File: src/rtl/hbpwm_pkg.sv
package hbpwm_pkg;
  // Which primary leg owns the current half period
  typedef enum logic {
    PH_HIGH = 1'b0,
    PH_LOW  = 1'b1
  } phase_e;

  localparam int LEGS = 2;
endpackage

File: src/rtl/hbpwm_timebase.sv
module hbpwm_timebase
  import hbpwm_pkg::*;
#(
  parameter int CNT_W = 16
) (
  input  logic             clk,
  input  logic             rst_n,
  input  logic             run,
  input  logic [CNT_W-1:0] half_len,
  output logic             act,
  output logic [CNT_W-1:0] cnt,
  output phase_e           phase,
  output logic             half_end,
  output logic             period_end
);
  localparam logic [CNT_W-1:0] ONE = CNT_W'(1);

  assign half_end   = act && (cnt >= half_len - ONE);
  assign period_end = half_end && (phase == PH_LOW);

  always_ff @(posedge clk or negedge rst_n) begin
    if (!rst_n) begin
      act   <= 1'b0;
      cnt   <= '0;
      phase <= PH_HIGH;
    end else if (!run) begin
      act   <= 1'b0;
      cnt   <= '0;
      phase <= PH_HIGH;
    end else begin
      act <= 1'b1;
      if (act) begin
        if (half_end) begin
          cnt   <= '0;
          phase <= (phase == PH_HIGH) ? PH_LOW : PH_HIGH;
        end else begin
          cnt <= cnt + ONE;
        end
      end
    end
  end
endmodule

File: src/rtl/hbpwm_duty.sv
module hbpwm_duty #(
  parameter int CNT_W = 16
) (
  input  logic             clk,
  input  logic             rst_n,
  input  logic             run,
  input  logic             half_end,
  input  logic             period_end,
  input  logic [CNT_W-1:0] duty_cmd,
  input  logic [CNT_W-1:0] duty_min,
  input  logic [CNT_W-1:0] duty_max,
  input  logic [CNT_W-1:0] ss_step,
  input  logic [CNT_W-1:0] dead_in,
  output logic [CNT_W-1:0] on_q,
  output logic [CNT_W-1:0] dead_q
);
  localparam int SUM_W = CNT_W + 1;

  logic [CNT_W-1:0] ramp_q, ramp_nxt, clamped, on_nxt, ramp_sat;
  logic [SUM_W-1:0] ramp_sum;

  always_comb begin
    if (duty_cmd < duty_min)      clamped = duty_min;
    else if (duty_cmd > duty_max) clamped = duty_max;
    else                          clamped = duty_cmd;
  end

  assign ramp_sum = {1'b0, ramp_q} + {1'b0, ss_step};
  assign ramp_sat = (ramp_sum >= {1'b0, duty_max}) ? duty_max : ramp_sum[CNT_W-1:0];
  assign ramp_nxt = period_end ? ramp_sat : ramp_q;
  assign on_nxt   = (clamped < ramp_nxt) ? clamped : ramp_nxt;

  always_ff @(posedge clk or negedge rst_n) begin
    if (!rst_n) begin
      ramp_q <= '0;
      on_q   <= '0;
      dead_q <= '0;
    end else if (!run) begin
      ramp_q <= duty_min;
      on_q   <= duty_min;
      dead_q <= dead_in;
    end else if (half_end) begin
      ramp_q <= ramp_nxt;
      on_q   <= on_nxt;
      dead_q <= dead_in;
    end
  end
endmodule

File: src/rtl/hbpwm_outgen.sv
module hbpwm_outgen
  import hbpwm_pkg::*;
#(
  parameter int CNT_W = 16
) (
  input  logic             act,
  input  logic             shutdown,
  input  phase_e           phase,
  input  logic [CNT_W-1:0] cnt,
  input  logic [CNT_W-1:0] on_q,
  input  logic [CNT_W-1:0] dead_q,
  output logic [LEGS-1:0]  pri_on,
  output logic [LEGS-1:0]  sec_n
);
  localparam int SUM_W = CNT_W + 1;

  logic             gate, pri_win, sec_off;
  logic [SUM_W-1:0] sec_end;

  assign gate    = act && !shutdown;
  assign sec_end = {1'b0, on_q} + {1'b0, dead_q};
  assign pri_win = gate && (cnt >= dead_q) && (cnt < on_q);
  assign sec_off = gate && ({1'b0, cnt} < sec_end);

  // leg 0: high-side switch / rectifier A, leg 1: low-side switch / rectifier B
  for (genvar g = 0; g < LEGS; g++) begin : g_leg
    localparam phase_e OWN_PH   = (g == 0) ? PH_HIGH : PH_LOW;
    localparam phase_e OTHER_PH = (g == 0) ? PH_LOW  : PH_HIGH;
    assign pri_on[g] = pri_win && (phase == OWN_PH);
    assign sec_n[g]  = !gate || ((phase == OTHER_PH) && sec_off);
  end
endmodule

File: src/rtl/hb_pwm_gen.sv
module hb_pwm_gen
  import hbpwm_pkg::*;
#(
  parameter int CNT_W = 16
) (
  input  logic             clk,
  input  logic             rst_n,
  input  logic             enable,
  input  logic             shutdown,
  input  logic [CNT_W-1:0] half_len,
  input  logic [CNT_W-1:0] duty_cmd,
  input  logic [CNT_W-1:0] duty_min,
  input  logic [CNT_W-1:0] duty_max,
  input  logic [CNT_W-1:0] ss_step,
  input  logic [CNT_W-1:0] dead_len,
  output logic             hs_on,
  output logic             ls_on,
  output logic             sync_a_n,
  output logic             sync_b_n
);
  logic             run, act, half_end, period_end;
  logic [CNT_W-1:0] cnt, on_q, dead_q;
  phase_e           phase;
  logic [LEGS-1:0]  pri_on, sec_n;

  assign run = enable && !shutdown;

  hbpwm_timebase #(.CNT_W(CNT_W)) u_tb (
    .clk(clk), .rst_n(rst_n), .run(run), .half_len(half_len),
    .act(act), .cnt(cnt), .phase(phase),
    .half_end(half_end), .period_end(period_end)
  );

  hbpwm_duty #(.CNT_W(CNT_W)) u_duty (
    .clk(clk), .rst_n(rst_n), .run(run),
    .half_end(half_end), .period_end(period_end),
    .duty_cmd(duty_cmd), .duty_min(duty_min), .duty_max(duty_max),
    .ss_step(ss_step), .dead_in(dead_len),
    .on_q(on_q), .dead_q(dead_q)
  );

  hbpwm_outgen #(.CNT_W(CNT_W)) u_out (
    .act(act), .shutdown(shutdown), .phase(phase), .cnt(cnt),
    .on_q(on_q), .dead_q(dead_q), .pri_on(pri_on), .sec_n(sec_n)
  );

  assign hs_on    = pri_on[0];
  assign ls_on    = pri_on[1];
  assign sync_a_n = sec_n[0];
  assign sync_b_n = sec_n[1];
endmodule

File: config.mk
export PLATFORM = sky130hd
export DESIGN_NAME = hb_pwm_gen
export DESIGN_NICKNAME = d
export VERILOG_FILES = /design/src/rtl/hbpwm_pkg.sv /design/src/rtl/hbpwm_timebase.sv /design/src/rtl/hbpwm_duty.sv /design/src/rtl/hbpwm_outgen.sv /design/src/rtl/hb_pwm_gen.sv
export SDC_FILE = /design/constraint.sdc
export NUM_CORES = 1
export LEC_CHECK = 0
export CAP_MARGIN = 20
export CORE_MARGIN = 2
export CORE_UTILIZATION = 52
export DETAILED_ROUTE_END_ITERATION = 6
export PLACE_DENSITY = 0.79
export SLEW_MARGIN = 20
export SYNTH_ARGS = -nofsm -noshare
export SYNTH_HDL_FRONTEND = slang
export SYNTH_SLANG_ARGS = --single-unit
File: constraint.sdc
create_clock -name clk -period 6.6 [get_ports clk]
set_input_delay 1.98 -clock clk [delete_from_list [all_inputs] [get_ports clk]]
set_output_delay 1.98 -clock clk [all_outputs]
set_load 0.03 [all_outputs]
==> out/metrics.yaml <==
placement:
  dpl.hpwl_mm: 17.02
  gp_congestion: 0.9213
  port_buffers: 103
  pre_cts_slack_ns: -1.452
  dp.cells: 1313
timing:
  whs_ns: 0.5453
  tightest_slew_ns: 0.8372
  tns_ns: -9.221
  fin_crit_sh_pct: 109.3
  rsz0062_at_grt: "yes"
  hold_viol_final: 0
  finalSetupViolCount: 16
  slew_headroom_pct: 44.19
  final.min_clock_period_ns: 7.215
  skew_ns: 0.008749
  maxSlewViolCount: 0
  setup_ws_ns: -0.6153
  max_freq_mhz: 138.6
cts:
  clock_path_buffers: 2
  clkTransAtPathRegs_ns: 0.06
  root_buffer: "clkbuf_16"
  cts_tree: "done"
  cts_sinks: 66
  htree_levels: 3
  insertion_delay_ns: 0.34
  cts_buffers: 9
grt:
  first_global_vias: 7778
  grt_pass1_wl_mm: 35.77
  antenna_found_initial: 0
  groute.usage.overall_pct: 27.21
  grt-ovfl-total: 0
  grt_max_degree: 67
worst_hold_path:
  hp-class: "flip-flop to flip-flop"
setup_path:
  crit_type: "input pin to flip-flop"
  worst_ep_arrival_time_ns: 7.47
  path_common_cell: "a21o_1"
  cp-start-kind: "input pin"
  slowest_delay_ns: 0.34
  cp.required_ns: 6.85
  critPathSlowestCell: "fa_2"
  crit_path_max_fanout: 8
  critPathCaptureType: "flip-flop"
power:
  vdd_drop_max_uv: 130.4
  power.density_nw_per_um2: 176.2
  leakage_uw: 0.005177
yosys:
  synth_compound_area_share_pct: 22.24
  synth-main-ff-cell: "dfrtp_1"
  seq_area_frac_synth_pct: 20.82
  synth_top_family_by_area: "adder cells"
  synthTopCellsByArea: "ha_1, dfrtp_1, o21ai_0"
  synth_edf_count: 0
  yosysMostFrequentCell: "ha_1"
  synth_adder_area_share_pct: 25.43
  synth_simple_gate_area_share_pct: 13.74
  synthArstFlopShare_pct: 100.0
  yosys_warnings: 0
  syn_nets: 1205
  yosysTopAreaCellShare_pct: 24.92
  synthDistinctLibCells: 58
  syn_area_per_cell_um2: 8.394
  synthTopCellsByCount: "ha_1, inv_1, nand2_1"
  synth_top_area_cell: "ha_1"
  synth_xor_area_share_pct: 6.183
  synth_area_um2: 7933
  ys_seq_elements: 66
  synthCells: 945
  synth.area.mux_share_pct: 5.694
drt:
  wl_met1_mm: 9.580
  drc: 0
  dr_wl_met2_mm: 10.81
  viasPerCell: 5.779
  wirelength_mm: 22.11
  ant_nets: 0
  dr.pass1.iters: 5
  top_layer: "met4"
  route.met3.wl_mm: 1.081
  drt_iter0_markers: 483
  wl_per_cell_um: 16.52
  vias: 7732
final_layout:
  regArea_um2: 1652
  fin_util_pct: 70.20
  area_growth_pct: 33.04
  layout.nets: 1406
  drive_above_1_share_pct: 18.09
  fillers: 1120
  finalNonFillerCells: 1338
  multi_input_area_um2: 6093
  diodes: 0
floorplanning:
  rows: 45
  io_pins: 104
  chipHeight_um: 127.5
  core_area_um2: 15030
  die_area_um2: 16260
  die_w_um: 127.5
  start_util_pct: 52.77
run_status:
  violations: "negative setup slack"
  outcome: "finished with violations"
job:
  maxCapViolations: 0
==> routing by layer <==
layer	track usage, %	vias up
met5	0	-
li1	-	3823
met1	33.68	3625
met3	3.727	40
met4	10.54	0
met2	47.97	244
==> worst max-delay path: cells and delay by family <==
kind	cells	cell delay, ns
AOI/OAI and AO/OA	15	2.57
adders and majority gates	4	1.06
muxes	3	0.75
buffers and inverters	5	0.70
and+or+nand+nor	3	0.24
xor gates and xnor gates	1	0.15
==> per-stage QoR <==
stage          area, um^2  total power (uW)
2_1_floorplan        7963             949.5
3_3_place_gp         9899              1229
3_5_place_dp         9899              1256
4_1_cts             10430              1824
5_1_grt             10550              1972
6_report            10550              1860
==> state kept, by name, summed over array words and instances (netlist names) <==
name / cells
u_tb.phase: 1
u_tb.cnt: 16
u_duty.on_q: 16
u_tb.act: 1
u_duty.ramp_q: 16
u_duty.dead_q: 16
==> layout make-up <==
| class | instances | area share (%) |
|---|---|---|
| multi-input cells | 758 | 57.74 |
| repair buffers | 214 | 17.90 |
| flip-flops and latches | 66 | 15.65 |
| inverters | 97 | 3.450 |
| clock buffers | 13 | 2.466 |
| well taps | 188 | 2.229 |
| clock inverters | 2 | 0.5691 |
==> logic make-up (layout without fill, tap and decap cells) <==
family          after synthesis  in the layout
compound gates              265            265
simple gates                237            237
fa+ha+maj                   160            160
buf+inv                     121            326
flops                        66             66
xor+xnor                     56             56
mux                          40             40
==> timing repair <==
action | in CTS | in global routing
pin swaps | 24 | 28
hold buffers | 0 | 0
setup buffers | 4 | 5
cloned | 1 | 0
setup endpoints to repair | 18 | 18
resized for setup | 45 | 30
==> layout by cell type, fill, tap and decap left out, types with 33 or more instances in the layout <==
cell type / netlist / routed
o21ai_0: 82 / 72
xnor2_1: 33 / 33
dfrtp_1: 66 / 66
ha_1: 158 / 151
a21oi_1: 52 / 45
nor2_1: 60 / 59
a21o_1: 36 / 36
inv_1: 97 / 97
nand2_1: 83 / 81
buf_4: 0 / 109
clkdlybuf4s50_1: 0 / 90
==> power breakdown <==
part | total (uW) | switching (uW) | internal (uW)
clock | 523 | 173 | 349
combinational | 881 | 431 | 450
sequential | 456 | 25.5 | 431
==> final timing paths <==
check | start | to | slack, ns | cells after the start
min in group asynchronous | rst_n | u_tb.cnt[2]$_DFFE_PN0P_ | 1.83 | 2
max in group asynchronous | rst_n | u_duty.ramp_q[11]$_DFFE_PN0N_ | 4.22 | 2
worst max register to register | u_duty.ramp_q[0]$_DFFE_PN0N_ | u_duty.on_q[3]$_DFFE_PN0N_ | 0.65 | 30
worst max-delay path | ss_step[0] | u_duty.on_q[3]$_DFFE_PN0N_ | -0.62 | 31
worst min-delay path | u_duty.dead_q[0]$_DFFE_PN0N_ | u_duty.dead_q[0]$_DFFE_PN0N_ | 0.55 | 1
worst min register to register | u_duty.dead_q[0]$_DFFE_PN0N_ | u_duty.dead_q[0]$_DFFE_PN0N_ | 0.55 | 1
Power figures use the tool's default switching activity.
